--- src/rtl/dwi_pkg.sv ---
package dwi_pkg;
    localparam int INT_W  = 64;
    localparam int EXP_W  = 11;
    localparam int MAN_W  = 52;
    localparam int FP_W   = 1 + EXP_W + MAN_W;
    localparam int BIAS   = (1 << (EXP_W - 1)) - 1;
    localparam int SH_ZERO = BIAS + MAN_W;        // exponent giving shift 0
    localparam int OVF_SH = INT_W - 1 - MAN_W;    // first overflowing shift
    localparam int SH_W   = EXP_W + 2;
    localparam int SHA_W  = $clog2(INT_W);

    typedef enum logic [1:0] {
        RM_NEAR = 2'd0,
        RM_ZERO = 2'd1,
        RM_UP   = 2'd2,
        RM_DOWN = 2'd3
    } rmode_e;

    typedef struct packed {
        logic              valid;
        logic              neg;
        logic [INT_W-1:0]  mag;
        logic [INT_W-1:0]  rem;
        rmode_e            mode;
        logic              inv;
        logic              iov;
    } mid_t;

    typedef struct packed {
        logic              done;
        logic [INT_W-1:0]  val;
        logic              inv;
        logic              iov;
        logic              ine;
    } out_t;
endpackage

--- src/rtl/dwi_align.sv ---
module dwi_align
    import dwi_pkg::*;
(
    input  logic            clk,
    input  logic            rst_n,
    input  logic            start_i,
    input  logic [FP_W-1:0] op_i,
    input  logic [1:0]      mode_i,
    input  logic            chop_i,
    input  logic            flush_i,
    output mid_t            mid_o
);
    localparam logic [FP_W-1:0] MIN_INT_FP =
        {1'b1, EXP_W'(BIAS + INT_W - 1), {MAN_W{1'b0}}};

    mid_t d, q;

    logic [EXP_W-1:0]   ex;
    logic [MAN_W-1:0]   fr;
    logic [INT_W-1:0]   sig;
    logic [SH_W-1:0]    shv;
    logic [SH_W-1:0]    rsh;
    logic [2*INT_W-1:0] wide;

    always_comb begin
        d    = q;
        ex   = op_i[FP_W-2:MAN_W];
        fr   = op_i[MAN_W-1:0];
        sig  = INT_W'({1'b1, fr});
        shv  = {2'b00, ex} - SH_W'(SH_ZERO);
        rsh  = SH_W'(0) - shv;
        wide = {sig, {INT_W{1'b0}}} >> rsh[SHA_W-1:0];
        d.valid = start_i;
        if (start_i) begin
            d.neg  = op_i[FP_W-1];
            d.mag  = '0;
            d.rem  = '0;
            d.inv  = 1'b0;
            d.iov  = 1'b0;
            d.mode = chop_i ? RM_ZERO : rmode_e'(mode_i);
            if (ex == '0) begin
                if (fr != '0 && !flush_i) begin
                    d.rem = INT_W'(1);
                end
            end else if (&ex) begin
                d.inv = 1'b1;
            end else if (!shv[SH_W-1]) begin
                if (shv < SH_W'(INT_W)) begin
                    d.mag = sig << shv[SHA_W-1:0];
                end
                if (shv >= SH_W'(OVF_SH) && op_i != MIN_INT_FP) begin
                    d.iov = 1'b1;
                end
            end else if (rsh < SH_W'(INT_W - 1)) begin
                d.mag = wide[2*INT_W-1:INT_W];
                d.rem = wide[INT_W-1:0];
            end else begin
                d.rem = INT_W'(1);
            end
        end
    end

    always_ff @(posedge clk) begin
        if (!rst_n) q <= '0;
        else        q <= d;
    end

    assign mid_o = q;

    // a zero operand leaves no integer part, no remainder and no flag
    a_r2_zero_clean: assert property (@(posedge clk) disable iff (!rst_n)
        start_i && op_i[FP_W-2:0] == '0 |=>
            q.mag == '0 && q.rem == '0 && !q.inv && !q.iov);

    // specials carry nothing into rounding
    a_r1_special_empty: assert property (@(posedge clk) disable iff (!rst_n)
        q.valid && q.inv |-> q.mag == '0 && q.rem == '0 && !q.iov);
endmodule

--- src/rtl/dwi_round.sv ---
module dwi_round
    import dwi_pkg::*;
(
    input  logic clk,
    input  logic rst_n,
    input  mid_t mid_i,
    output out_t out_o
);
    localparam logic [INT_W-1:0] HALF = {1'b1, {(INT_W-1){1'b0}}};

    out_t d, q;
    logic             inc;
    logic [INT_W-1:0] rnd;

    always_comb begin
        d   = q;
        inc = 1'b0;
        unique case (mid_i.mode)
            RM_NEAR: begin
                if (mid_i.rem == HALF)     inc = mid_i.mag[0];
                else if (mid_i.rem > HALF) inc = 1'b1;
            end
            RM_ZERO: inc = 1'b0;
            RM_UP:   inc = !mid_i.neg;
            RM_DOWN: inc = mid_i.neg;
            default: inc = 1'b0;
        endcase
        if (mid_i.rem == '0) inc = 1'b0;
        rnd = mid_i.mag + INT_W'(inc);
        d.done = mid_i.valid;
        if (mid_i.valid) begin
            d.val = mid_i.neg ? (INT_W'(0) - rnd) : rnd;
            d.inv = mid_i.inv;
            d.iov = mid_i.iov;
            d.ine = mid_i.iov | (mid_i.rem != '0);
        end
    end

    always_ff @(posedge clk) begin
        if (!rst_n) q <= '0;
        else        q <= d;
    end

    assign out_o = q;

    // toward-zero on a positive value returns the aligned magnitude
    a_r7_chop_magnitude: assert property (@(posedge clk) disable iff (!rst_n)
        mid_i.valid && mid_i.mode == RM_ZERO && !mid_i.neg |=>
            q.val == $past(mid_i.mag));

    // an exact aligned value never reports inexact
    a_r6_exact_quiet: assert property (@(posedge clk) disable iff (!rst_n)
        mid_i.valid && mid_i.rem == '0 && !mid_i.iov |=> !q.ine);
endmodule

--- src/rtl/f64_to_i64_wrap.sv ---
module f64_to_i64_wrap
    import dwi_pkg::*;
(
    input  logic             clk,
    input  logic             rst_n,
    input  logic             start_i,
    input  logic [FP_W-1:0]  operand_i,
    input  logic [1:0]       rmode_i,
    input  logic             chop_i,
    input  logic             flush_i,
    output logic             done_o,
    output logic [INT_W-1:0] result_o,
    output logic             invalid_o,
    output logic             overflow_o,
    output logic             inexact_o
);
    mid_t mid;
    out_t res;

    dwi_align u_align (
        .clk     (clk),
        .rst_n   (rst_n),
        .start_i (start_i),
        .op_i    (operand_i),
        .mode_i  (rmode_i),
        .chop_i  (chop_i),
        .flush_i (flush_i),
        .mid_o   (mid)
    );

    dwi_round u_round (
        .clk   (clk),
        .rst_n (rst_n),
        .mid_i (mid),
        .out_o (res)
    );

    assign done_o     = res.done;
    assign result_o   = res.val;
    assign invalid_o  = res.inv;
    assign overflow_o = res.iov;
    assign inexact_o  = res.ine;

    // done follows start by exactly two edges
    a_r10_latency: assert property (@(posedge clk) disable iff (!rst_n)
        start_i |-> ##2 done_o);

    a_r10_no_spurious: assert property (@(posedge clk) disable iff (!rst_n)
        done_o |-> $past(start_i, 2));

    // outputs hold while idle
    a_r10_hold: assert property (@(posedge clk) disable iff (!rst_n)
        !done_o && $past(rst_n) |-> $stable(result_o) && $stable(inexact_o));

    // the exempt most-negative value converts cleanly
    a_r5_exempt: assert property (@(posedge clk) disable iff (!rst_n)
        start_i && operand_i == 64'hC3E0_0000_0000_0000 |-> ##2
            (result_o == 64'h8000_0000_0000_0000 && !overflow_o && !inexact_o));

    // invalid and overflow are never reported together
    a_r1_excl: assert property (@(posedge clk) disable iff (!rst_n)
        done_o |-> !(invalid_o && overflow_o));
endmodule

--- config.mk ---
export PLATFORM = sky130hd
export DESIGN_NAME = f64_to_i64_wrap
export DESIGN_NICKNAME = d
export VERILOG_FILES = /design/src/rtl/dwi_pkg.sv /design/src/rtl/dwi_align.sv /design/src/rtl/dwi_round.sv /design/src/rtl/f64_to_i64_wrap.sv
export SDC_FILE = /design/constraint.sdc
export NUM_CORES = 1
export LEC_CHECK = 0
export BUFFER_PORTS_ARGS = -buffer_cell sky130_fd_sc_hd__buf_2
export CORE_MARGIN = 8
export CORE_UTILIZATION = 30
export DETAILED_ROUTE_END_ITERATION = 8
export GPL_ROUTABILITY_DRIVEN = 0
export GPL_TIMING_DRIVEN = 0
export SLEW_MARGIN = 20
export SYNTH_ARGS = -nofsm -noshare
export SYNTH_HDL_FRONTEND = slang
export SYNTH_SLANG_ARGS = --single-unit
--- constraint.sdc ---
create_clock -name clk -period 11.8 [get_ports clk]
set_input_delay 1.18 -clock clk [delete_from_list [all_inputs] [get_ports clk]]
set_output_delay 1.18 -clock clk [all_outputs]
set_load 0.05 [all_outputs]
==> reports/qor.txt <==
GRT Overall Usage - 22.9%
Ys Warns - 0
DRC viols - 0
CTS clock-pin slew for the worst setup and hold paths - 0.06 ns
crit-path cells - clkbuf_1 -> inv_1 -> clkbuf_1 -> clkbuf_1 -> a2111oi_0 -> ha_1 -> clkbuf_1 -> nand4_1 -> nor3_1 -> nand4_1 -> o32ai_1 -> nand3_1 -> clkbuf_1 -> nor4_1 -> a41oi_1 -> or3_1 -> a31oi_1
outcome - finished, final reports clean
CTS tree - built
nets - 2630
Non-Filler Instances - 3413
hold_buf cts - 0
number of fill cells - 6758
Vias/cell - 6.26
Worst Hold Class - flop to flop
FP Rows - 92
drt first-iter violations - 3633
peak supply drop - 0.0866 mV
pwr dens - 114 nW/um2
CTS buffer count - 23
slowest stage delay, CP - 0.76 ns
Mean Syn Cell Area - 7.93 um2
flops & latches, synth - 202
first-pass GRT wire length - 128000 um
vias in the first global route - 19800
Mapped Cells - 2396
Synth cell types - 88
dpl cells - 3373
Post-synth EDFFs - 0
share of flip-flops with an asynchronous set or reset - 0%
Core Util, Final - 34.1%
chip height - 268 um
Crit path top cell by count - clkbuf_1
Slew HR - 23.1%
via count - 21400
WL per Instance - 25.2 um
area grow syn2layout - 12.7%
overflow left after global routing - 0
IO Count - 139
clock latency at the later pin of the worst-skew pair - 0.54 ns
delay-heaviest family, CP - simple AND/OR/NAND/NOR gates
Critical Path RT - 12.26 ns
Startpoint Class - flop
Routed Antenna Nets - 0
clock buffer depth - 3
Detailed Place HPWL - 68000 um
Buffers on Ports - 131
max-cap viol count - 0
CP endpoint kind - flop
critical path fanouts, max - 10
Lkg Pwr - 7.79 nW
slowest cell on the critical path - nor3_1
Core Box Area - 62900 um2
Worst-Margin Slew - 1.15 ns
DRT Pass-1 Iters - 6
final WL - 86000 um
final period utilization - 55.1%
Initial Util - 30.2%
max-slew violations - 0
synthesized area - 19000 um2
Fin Hold WS - 0.455 ns
Die X - 268 um
PostCTS Resize Cnt - 0
CTS H-tree depth - 1
syn nets - 2474
antenna violations before repair - 3
clock skew - 0.0189 ns
share of cells above drive strength 1 - 13.3%
TNS Setup - 0 ns
Final min period - 6.51 ns
Final setup viols - 0
post-synthesis sequential area ratio - 21.3%
Critical Path AT - 6.97 ns
Clock Sinks - 202
RSZ-0062 raised after global routing - no
CP Class - flop to flop
Clock Tree Root - clkbuf_16
postcts setup bufs - 0
Final Hold Viols - 0
DIE AREA - 71600 um2
largest net degree at the start of global routing - 14
worst path buffer plus inverter count - 6
ys flop type - dfxtp_1
Achievable Freq - 154 MHz
-- cell usage in the layout (no fill, tap or decap), types with 77 or more instances in the layout --
cell,netlist,layout
mux4_2,95,95
a21oi_1,115,115
dfxtp_1,202,202
clkbuf_1,171,177
o21ai_0,157,157
buf_2,9,140
nor2_1,199,199
xnor2_1,77,77
mux2i_1,162,162
nand2_1,278,278
-- report_power, final --
part	total, W	internal, W	switching [W]	leakage [nW]
registers	0.000717	0.000700	0.0000165	1.64
logic	0.00102	0.000319	0.000702	5.82
clock network	0.000697	0.000389	0.000308	0.338
-- sequential cells by signal, indices dropped and copies added (netlist names) --
| name | count |
|---|---|
| u_align.mid_o | 134 |
| u_round.out_o | 68 |
-- final timing paths --
| path | start | to | slack (ns) | cells after the start |
|---|---|---|---|---|
| max | u_align.mid_o[132] | u_round.out_o[57] | 5.29 | 17 |
| max reg2reg | u_align.mid_o[132] | u_round.out_o[57] | 5.29 | 17 |
| min | u_round.out_o[31] | u_round.out_o[31] | 0.46 | 2 |
| min reg2reg | u_round.out_o[31] | u_round.out_o[31] | 0.46 | 2 |
-- layout make-up --
| type | count | area (um2) | area share (%) |
|---|---|---|---|
| antenna | 1 | 2.50 | 0.0117 |
| buffer | 219 | 872 | 4.07 |
| clock buffer | 30 | 612 | 2.86 |
| clock inverter | 9 | 90.1 | 0.421 |
| inverter | 38 | 143 | 0.666 |
| multi-input combinational | 1937 | 13900 | 65.1 |
| sequential | 202 | 4040 | 18.9 |
| tap | 846 | 1060 | 4.94 |
| timing repair buffer | 131 | 656 | 3.06 |
-- stage by stage --
stage,total power (W),worst slack [ns],instance area (um2)
after CTS,0.00239,5.47,21400
after detailed placement,0.00170,5.20,20700
after floorplan,0.00136,6.76,19000
after global placement,0.00170,5.23,20700
final,0.00244,5.29,21400
after global routing,0.00251,4.87,21400
-- cell usage after synthesis (21+ instances only) --
| cell type | count | area, um2 |
|---|---|---|
| a211oi_1 | 32 | 240 |
| a21oi_1 | 115 | 576 |
| a22o_1 | 32 | 280 |
| a31oi_1 | 28 | 175 |
| a32oi_1 | 22 | 193 |
| and3_1 | 37 | 231 |
| buf_1 | 31 | 116 |
| clkbuf_1 | 171 | 642 |
| dfxtp_1 | 202 | 4040 |
| inv_1 | 37 | 139 |
| mux2_2 | 29 | 327 |
| mux2i_1 | 162 | 1620 |
| mux4_2 | 95 | 2140 |
| nand2_1 | 278 | 1040 |
| nand3_1 | 75 | 375 |
| nand4_1 | 51 | 319 |
| nor2_1 | 199 | 747 |
| nor3_1 | 53 | 265 |
| nor4_1 | 72 | 450 |
| o21ai_0 | 157 | 786 |
| o221ai_1 | 21 | 184 |
| o22ai_1 | 32 | 200 |
| o31ai_1 | 21 | 158 |
| or3_1 | 27 | 169 |
| xnor2_1 | 77 | 674 |
| xor2_1 | 36 | 315 |
-- worst reg2reg max path, cell delays in order, from the launching register on --
cell and delay (ns):
dfxtp_1 0.30, clkbuf_1 0.33, inv_1 0.10, clkbuf_1 0.34, clkbuf_1 0.39, a2111oi_0 0.71, ha_1 0.26, clkbuf_1 0.29
nand4_1 0.29, nor3_1 0.76, nand4_1 0.18, o32ai_1 0.21, nand3_1 0.20, clkbuf_1 0.27, nor4_1 0.61, a41oi_1 0.52
or3_1 0.50, a31oi_1 0.16
-- per-layer routing --
| layer | vias to the layer above | share of wire (%) | track usage, % |
|---|---|---|---|
| met3 | 277 | 13 | 5.66 |
| met4 | 2 | 5.1 | 9.43 |
| met1 | 10100 | 41 | 31.8 |
| li1 | 9485 | - | - |
| met5 | - | 0.015 | 0 |
| met2 | 1522 | 41 | 33.6 |
-- kinds of logic after synthesis --
| group | count (synthesis) | synth area share [%] |
|---|---|---|
| AOI/OAI and AO/OA | 621 | 22.2 |
| muxes | 286 | 21.5 |
| DFF | 202 | 21.3 |
| buffers and inverters | 257 | 5.34 |
| xor gates and xnor gates | 114 | 5.30 |
| and+or+nand+nor | 909 | 23.9 |
| adders and majority gates | 7 | 0.461 |
(Power assumes the default switching activity.)
